--- src/rtl/irq_chain_pkg.sv ---
// Package: shared definitions for the shared-line interrupt unit.
// Assumes: entry accesses use fixed word addresses 0 (return) and 1 (vector).
package irq_chain_pkg;

    // States of the interrupt entry sequencer
    typedef enum logic [2:0] {
        ENT_IDLE = 3'd0,
        ENT_SAVE = 3'd1,
        ENT_VEC  = 3'd2,
        ENT_LOAD = 3'd3,
        ENT_DONE = 3'd4
    } entry_state_t;

    localparam int RET_WORD = 0;
    localparam int VEC_WORD = 1;

endpackage

--- src/rtl/irq_slot_cell.sv ---
// Module: one link of the acknowledge chain.
// A slot that requests and answers the acknowledge claims it: it stops the
// acknowledge and drives its channel. Any other slot passes it on without delay.
// Assumes: slot_resp is low for empty slots, so they pass the acknowledge on.
module irq_slot_cell #(
    parameter int CHW = 6
) (
    input  logic           ack_in,
    input  logic           req,
    input  logic           resp,
    input  logic [CHW-1:0] chan,
    output logic           ack_out,
    output logic           sel,
    output logic [CHW-1:0] chan_drv
);

    logic claim;

    // Decide whether this slot takes the acknowledge
    always_comb begin
        claim    = req & resp;
        sel      = ack_in & claim;
        ack_out  = ack_in & ~claim;
        chan_drv = sel ? chan : '0;
    end

endmodule

--- src/rtl/irq_ack_chain.sv ---
// Module: acknowledge chain over all slots plus a result register.
// Slot 0 is nearest the core and has the highest priority.
// Assumes: DW > CHW; inputs are sampled on the ack_start edge.
module irq_ack_chain #(
    parameter int NSLOT = 4,
    parameter int CHW   = 6,
    parameter int DW    = 16
) (
    input  logic                 clk,
    input  logic                 rst_n,
    input  logic                 ack_start,
    input  logic [NSLOT-1:0]     slot_req,
    input  logic [NSLOT-1:0]     slot_resp,
    input  logic [NSLOT*CHW-1:0] slot_chan,
    output logic                 ack_valid,
    output logic [DW-1:0]        ack_data
);

    localparam int PADW = DW - CHW;

    logic [NSLOT:0]     link;
    logic [NSLOT-1:0]   sel_vec;
    logic [CHW-1:0]     drv [NSLOT];
    logic [CHW-1:0]     chan_bus;

    assign link[0] = 1'b1;

    genvar gi;
    generate
        for (gi = 0; gi < NSLOT; gi++) begin : g_slot
            irq_slot_cell #(.CHW(CHW)) u_cell (
                .ack_in  (link[gi]),
                .req     (slot_req[gi]),
                .resp    (slot_resp[gi]),
                .chan    (slot_chan[gi*CHW +: CHW]),
                .ack_out (link[gi+1]),
                .sel     (sel_vec[gi]),
                .chan_drv(drv[gi])
            );
        end
    endgenerate

    // Wired-OR of the channel drivers onto the data lines
    always_comb begin
        chan_bus = '0;
        for (int i = 0; i < NSLOT; i++) begin
            chan_bus = chan_bus | drv[i];
        end
    end

    // Capture the chain result one cycle after the acknowledge starts
    always_ff @(posedge clk) begin
        if (!rst_n) begin
            ack_valid <= 1'b0;
            ack_data  <= '0;
        end else begin
            ack_valid <= ack_start;
            if (ack_start) begin
                ack_data <= {{PADW{1'b0}}, chan_bus};
            end
        end
    end

endmodule

--- src/rtl/irq_en_ctrl.sv ---
// Module: interrupt enable with a one-instruction delay.
// An enable instruction arms the enable. The enable takes effect at the next
// instruction boundary. Acceptance clears both the enable and the arm bit.
// Assumes: en_instr is only meaningful together with instr_done.
module irq_en_ctrl (
    input  logic clk,
    input  logic rst_n,
    input  logic instr_done,
    input  logic en_instr,
    input  logic accept,
    output logic ien_eff,
    output logic ien_q
);

    logic arm_q;

    // Enable in force at this boundary, including one that matures now
    always_comb begin
        ien_eff = ien_q | (arm_q & instr_done);
    end

    // Track the armed and enabled states
    always_ff @(posedge clk) begin
        if (!rst_n) begin
            ien_q <= 1'b0;
            arm_q <= 1'b0;
        end else if (accept) begin
            ien_q <= 1'b0;
            arm_q <= 1'b0;
        end else if (instr_done) begin
            if (arm_q) begin
                ien_q <= 1'b1;
            end
            arm_q <= en_instr;
        end
    end

endmodule

--- src/rtl/irq_entry_seq.sv ---
// Module: interrupt entry sequencer.
// At an accepted boundary it saves the return address to word 0, reads the
// handler address from word 1 and presents it as a one-cycle load.
// Assumes: the memory holds mem_rdata valid on the edge where mem_rdy is high.
module irq_entry_seq
    import irq_chain_pkg::*;
#(
    parameter int AW = 16,
    parameter int DW = 16
) (
    input  logic          clk,
    input  logic          rst_n,
    input  logic          instr_done,
    input  logic          take_ok,
    input  logic [AW-1:0] cur_pc,
    output logic          accept,
    output logic          busy,
    output logic          mem_req,
    output logic          mem_we,
    output logic [AW-1:0] mem_addr,
    output logic [DW-1:0] mem_wdata,
    input  logic [DW-1:0] mem_rdata,
    input  logic          mem_rdy,
    output logic          pc_load,
    output logic [AW-1:0] pc_value
);

    localparam logic [AW-1:0] RET_ADDR = AW'(RET_WORD);
    localparam logic [AW-1:0] VEC_ADDR = AW'(VEC_WORD);

    entry_state_t state_q, state_d;
    logic [AW-1:0] ret_q;
    logic [AW-1:0] vec_q;

    // Accept only from idle at an instruction boundary
    always_comb begin
        accept = (state_q == ENT_IDLE) & instr_done & take_ok;
    end

    // Next-state selection
    always_comb begin
        state_d = state_q;
        unique case (state_q)
            ENT_IDLE: if (accept)  state_d = ENT_SAVE;
            ENT_SAVE: if (mem_rdy) state_d = ENT_VEC;
            ENT_VEC:  if (mem_rdy) state_d = ENT_LOAD;
            ENT_LOAD: state_d = ENT_DONE;
            ENT_DONE: state_d = ENT_IDLE;
            default:  state_d = ENT_IDLE;
        endcase
    end

    // State register
    always_ff @(posedge clk) begin
        if (!rst_n) begin
            state_q <= ENT_IDLE;
        end else begin
            state_q <= state_d;
        end
    end

    // Hold the return address taken at acceptance
    always_ff @(posedge clk) begin
        if (!rst_n) begin
            ret_q <= '0;
        end else if (accept) begin
            ret_q <= cur_pc;
        end
    end

    // Capture the handler address when the vector read completes
    always_ff @(posedge clk) begin
        if (!rst_n) begin
            vec_q <= '0;
        end else if (state_q == ENT_VEC && mem_rdy) begin
            vec_q <= AW'(mem_rdata);
        end
    end

    // Drive the memory port and program counter load from the state
    always_comb begin
        busy      = (state_q != ENT_IDLE);
        mem_req   = (state_q == ENT_SAVE) | (state_q == ENT_VEC);
        mem_we    = (state_q == ENT_SAVE);
        mem_addr  = (state_q == ENT_SAVE) ? RET_ADDR : VEC_ADDR;
        mem_wdata = DW'(ret_q);
        pc_load   = (state_q == ENT_LOAD);
        pc_value  = vec_q;
    end

endmodule

--- src/rtl/irq_chain_ctrl.sv ---
// Module: top of the shared-line interrupt unit.
// Combines the request line, the delayed enable, the entry sequencer and the
// priority acknowledge chain.
// Assumes: instr_done is not raised while entry_busy is high.
module irq_chain_ctrl #(
    parameter int NSLOT = 4,
    parameter int AW    = 16,
    parameter int DW    = 16,
    parameter int CHW   = 6
) (
    input  logic                 clk,
    input  logic                 rst_n,
    input  logic [NSLOT-1:0]     slot_req,
    input  logic [NSLOT-1:0]     slot_resp,
    input  logic [NSLOT*CHW-1:0] slot_chan,
    input  logic                 aux_req,
    output logic                 irq_line,
    input  logic                 instr_done,
    input  logic [AW-1:0]        cur_pc,
    input  logic                 ien_set,
    output logic                 irq_enabled,
    output logic                 entry_busy,
    output logic                 pc_load,
    output logic [AW-1:0]        pc_value,
    output logic                 mem_req,
    output logic                 mem_we,
    output logic [AW-1:0]        mem_addr,
    output logic [DW-1:0]        mem_wdata,
    input  logic [DW-1:0]        mem_rdata,
    input  logic                 mem_rdy,
    input  logic                 ack_start,
    output logic                 ack_valid,
    output logic [DW-1:0]        ack_data
);

    logic ien_eff;
    logic accept;
    logic take_ok;

    // Wired-OR of every request source onto the shared line
    always_comb begin
        irq_line = (|slot_req) | aux_req;
        take_ok  = ien_eff & irq_line;
    end

    irq_en_ctrl u_en (
        .clk       (clk),
        .rst_n     (rst_n),
        .instr_done(instr_done),
        .en_instr  (ien_set),
        .accept    (accept),
        .ien_eff   (ien_eff),
        .ien_q     (irq_enabled)
    );

    irq_entry_seq #(.AW(AW), .DW(DW)) u_entry (
        .clk       (clk),
        .rst_n     (rst_n),
        .instr_done(instr_done),
        .take_ok   (take_ok),
        .cur_pc    (cur_pc),
        .accept    (accept),
        .busy      (entry_busy),
        .mem_req   (mem_req),
        .mem_we    (mem_we),
        .mem_addr  (mem_addr),
        .mem_wdata (mem_wdata),
        .mem_rdata (mem_rdata),
        .mem_rdy   (mem_rdy),
        .pc_load   (pc_load),
        .pc_value  (pc_value)
    );

    irq_ack_chain #(.NSLOT(NSLOT), .CHW(CHW), .DW(DW)) u_ack (
        .clk      (clk),
        .rst_n    (rst_n),
        .ack_start(ack_start),
        .slot_req (slot_req),
        .slot_resp(slot_resp),
        .slot_chan(slot_chan),
        .ack_valid(ack_valid),
        .ack_data (ack_data)
    );

endmodule

--- config.mk ---
export PLATFORM = sky130hd
export DESIGN_NAME = irq_chain_ctrl
export DESIGN_NICKNAME = d
export VERILOG_FILES = /design/src/rtl/irq_chain_pkg.sv /design/src/rtl/irq_slot_cell.sv /design/src/rtl/irq_ack_chain.sv /design/src/rtl/irq_en_ctrl.sv /design/src/rtl/irq_entry_seq.sv /design/src/rtl/irq_chain_ctrl.sv
export SDC_FILE = /design/constraint.sdc
export NUM_CORES = 1
export LEC_CHECK = 0
export BUFFER_PORTS_ARGS = -buffer_cell sky130_fd_sc_hd__clkbuf_2
export CAP_MARGIN = 20
export CORE_ASPECT_RATIO = 0.6
export CORE_UTILIZATION = 39
export CTS_BUF_LIST = sky130_fd_sc_hd__clkbuf_8
export DETAILED_ROUTE_END_ITERATION = 12
export HOLD_SLACK_MARGIN = 0.1
export PLACE_DENSITY = 0.83
export SETUP_SLACK_MARGIN = 0.4
export SYNTH_ARGS = -nofsm -noshare
export SYNTH_HDL_FRONTEND = slang
export SYNTH_SLANG_ARGS = --single-unit
--- constraint.sdc ---
create_clock -name clk -period 1.45 [get_ports clk]
set_input_delay 0.29 -clock clk [delete_from_list [all_inputs] [get_ports clk]]
set_output_delay 0.29 -clock clk [all_outputs]
set_load 0.05 [all_outputs]
==> results.py <==
metrics = {
    "outcome": {
        "status": "complete, but fails checks",
        "violations": "setup timing",
    },
    "cts": {
        "cts.htree.levels": 2,
        "root_buffer": "clkbuf_8",
        "cts_tree": "built",
        "cts.sink_count": 44,
        "numCtsBuffers": 5,
        "clkLatencyLatePin_ps": 280,
        "clk_pin_slew_worst_paths_ps": 80,
        "clockBufferDepth": 2,
    },
    "yosys": {
        "async_reset_ff_frac": 0,
        "synthCells": 241,
        "post_synth_xor_area_fraction": 0,
        "synth_fa_ha_area_frac": 0,
        "ys_top_cells_by_count": "nand2_1 (53), dfxtp_1 (44), buf_4 (25)",
        "synth_area_leaders": "dfxtp_1 (41%), nand2_1 (9.4%), buf_4 (8.8%)",
        "synth.distinct_cells": 38,
        "yosysMostFrequentCell": "nand2_1",
        "synth-compound-area-share": 0.213,
        "yosys.area.top_type_share": 0.415,
        "synth_top_family_by_area": "simple AND/OR/NAND/NOR gates",
        "seq_area_frac_synth": 0.415,
        "synth-edff-count": 0,
        "muxShareOfSynthArea": 0.0100,
        "yosys.area.top_type": "dfxtp_1",
        "yosys.area_share.simple": 0.225,
        "avgSynthCellArea_sq_um": 8.81,
        "yosys_warnings": 0,
        "ys_ff_latch": 44,
        "syn_area_sq_um": 2120,
        "synth_ff_type": "dfxtp_1",
    },
    "final_layout": {
        "antennaDiodeCount": 0,
        "fillers": 344,
        "num-nets-final": 463,
        "layoutNonFillerInstCount": 459,
        "fin_area_sq_um": 3920,
        "final_layout_size_suffix_gt1_frac": 0.677,
        "areaGrowthSynthToFinish_pct": 84.7,
    },
    "routing": {
        "drt-initial-drc-count": 50,
        "drt_pass1_iterations": 4,
        "num_vias": 2223,
        "viasPerCell": 4.84,
        "wirelength_microns": 6910,
        "antenna_left": 0,
        "wl_per_cell_microns": 15.1,
        "drc_errors": 0,
    },
    "timing": {
        "max_slew_margin": 0.496,
        "grt_setup_unrepaired": "true",
        "fin_crit_ps": 1720,
        "tightest_slew_ps": 751,
        "finalHoldWorstSlack_ps": 213,
        "slew_viol_final": 0,
        "fmax_ghz": 0.580,
        "finalHoldViolCount": 0,
        "finalCritPeriodShare": 1.19,
        "skew_ps": 6.36,
        "finalSetupViolCount": 36,
        "worst_slack_ps": -275,
    },
    "worst_hold_path": {
        "hold_class": "input port to flop",
    },
    "global_routing": {
        "grtUsageTotal": 0.226,
        "grt_antenna_before_repair": 0,
        "grt_pass1_wl_microns": 10300,
        "first_global_vias": 2127,
        "grt_max_degree": 28,
        "grt-ovfl-total": 0,
    },
    "setup_path": {
        "critPathMaxStageDelay_ps": 340,
        "cp.arrival_ps": 1430,
        "crit_path_cell_trace": "buf_6 > or2b_1 > or2_4 > clkinvlp_4 > buf_12",
        "worstSetupPathType": "flop to output port",
        "end_kind": "output port",
        "cp.required_ps": 1160,
        "cp-start-kind": "flop",
        "cp_max_fo": 2,
        "slowest_stage": "dfxtp_2",
    },
    "place": {
        "gp_congestion": 0.775,
        "hpwl_microns": 3990,
        "placed_area_sq_um": 2800,
        "portBuffers": 116,
        "dp_cells": 419,
        "dp_slack_ps": -84.9,
    },
    "die": {
        "core.rowCount": 20,
        "start_util": 0.412,
        "dieArea_sq_um": 5750,
        "coreArea_sq_um": 5150,
        "dieWidth_microns": 97.3,
        "die_h_microns": 59.2,
        "io-pin-count": 142,
    },
    "flow_run": {
        "maxCapViolCount": 0,
    },
    "pwr": {
        "p_leak_nw": 1.72,
        "power_mw": 3.22,
        "p_per_area_nw_per_um2": 821,
        "ir_worst_vdd_mv": 0.444,
    },
}
## registers in the layout (all words and copies together) (netlist names)
| register | cells |
|---|---|
| u_en.ien_q | 1 |
| u_entry.pc_value | 16 |
| u_en.arm_q | 1 |
| u_ack.ack_data | 6 |
| u_entry.mem_wdata | 16 |
| u_entry.state_q | 3 |
| u_ack.ack_valid | 1 |
## path summary, 6_finish.rpt
path,startpoint,end,slack [ps],depth (start not counted)
max,u_entry.state_q[1],mem_we,-270,5
min,mem_rdata[9],u_entry.pc_value[9],210,3
max reg2reg,u_entry.state_q[0],u_entry.mem_wdata[12],-200,6
min reg2reg,u_entry.pc_value[12],u_entry.pc_value[12],470,2
## worst max-delay path: cells and delay by family, from the launching register on
kind | cells | cell delay, ps
simple gates | 2 | 490
flops | 1 | 340
buf+inv | 3 | 320
## metrics by stage
| stage | util | setup TNS [ps] |
|---|---|---|
| finish | 0.761 | -3780 |
| CTS | 0.722 | -3020 |
| detailed placement | 0.542 | -1450 |
| floorplan | - | -1250 |
| global placement | 0.542 | -647 |
| global route | 0.761 | -5500 |
## power by group
group | internal, mW | switching, mW
clock network | 0.380 | 0.399
registers | 1.27 | 0.0488
logic | 0.474 | 0.648
total | 2.12 | 1.10
## area by class of cell
cell class	count	area (sq um)	share of cell area
clock buffers	6	82.6	0.0211
multi-input cells	184	1270	0.324
well taps	66	82.6	0.0211
clock inverters	2	10.0	0.00255
flip-flops and latches	44	933	0.238
inverters	2	11.3	0.00287
repair buffers	155	1530	0.391
## repair_timing
action,in CTS,in global routing
hold buffers,0,0
cloned,5,1
resized for setup,169,46
hold endpoints to repair,0,0
pin swaps,26,15
setup buffers,12,14
setup endpoints to repair,87,88
## logic make-up (layout without fill, tap and decap cells)
logic type      Yosys count  count (layout)
compound gates           56              61
buf+inv                  42             165
flops                    44              44
mux                       2               2
other cells               1              25
simple gates             96              96
## layout by cell type (no fill, tap or decap), types with 2 or more instances in the layout
cell type  Yosys  layout
conb_1         1      25
o21ai_2       16      16
nand3_1       11       6
dfxtp_1       44       2
o31ai_1        6       6
buf_12         0       3
clkbuf_8       0       7
nand2_2        1       4
nor2_1        12      10
buf_6          4       7
nand3_2        5      10
dfxtp_2        0      42
buf_8          0      32
a22oi_1        6       6
clkinv_2       0       2
a21boi_1      10      13
clkbuf_16      0      13
a211o_4        1       6
a21boi_2       0       3
clkbuf_2       0      68
nand2_1       53      50
buf_4         25      31
a221oi_2       0       6
## metal layers
metal  vias to the layer above  global-route usage  routed length [microns]
met5                         -                   0                        0
met4                         0              0.0420                       17
met3                         2              0.0519                      383
met2                        86               0.429                     3540
met1                      1043               0.269                     2970
li1                       1092                   -                        -
(Power assumes the default switching activity.)
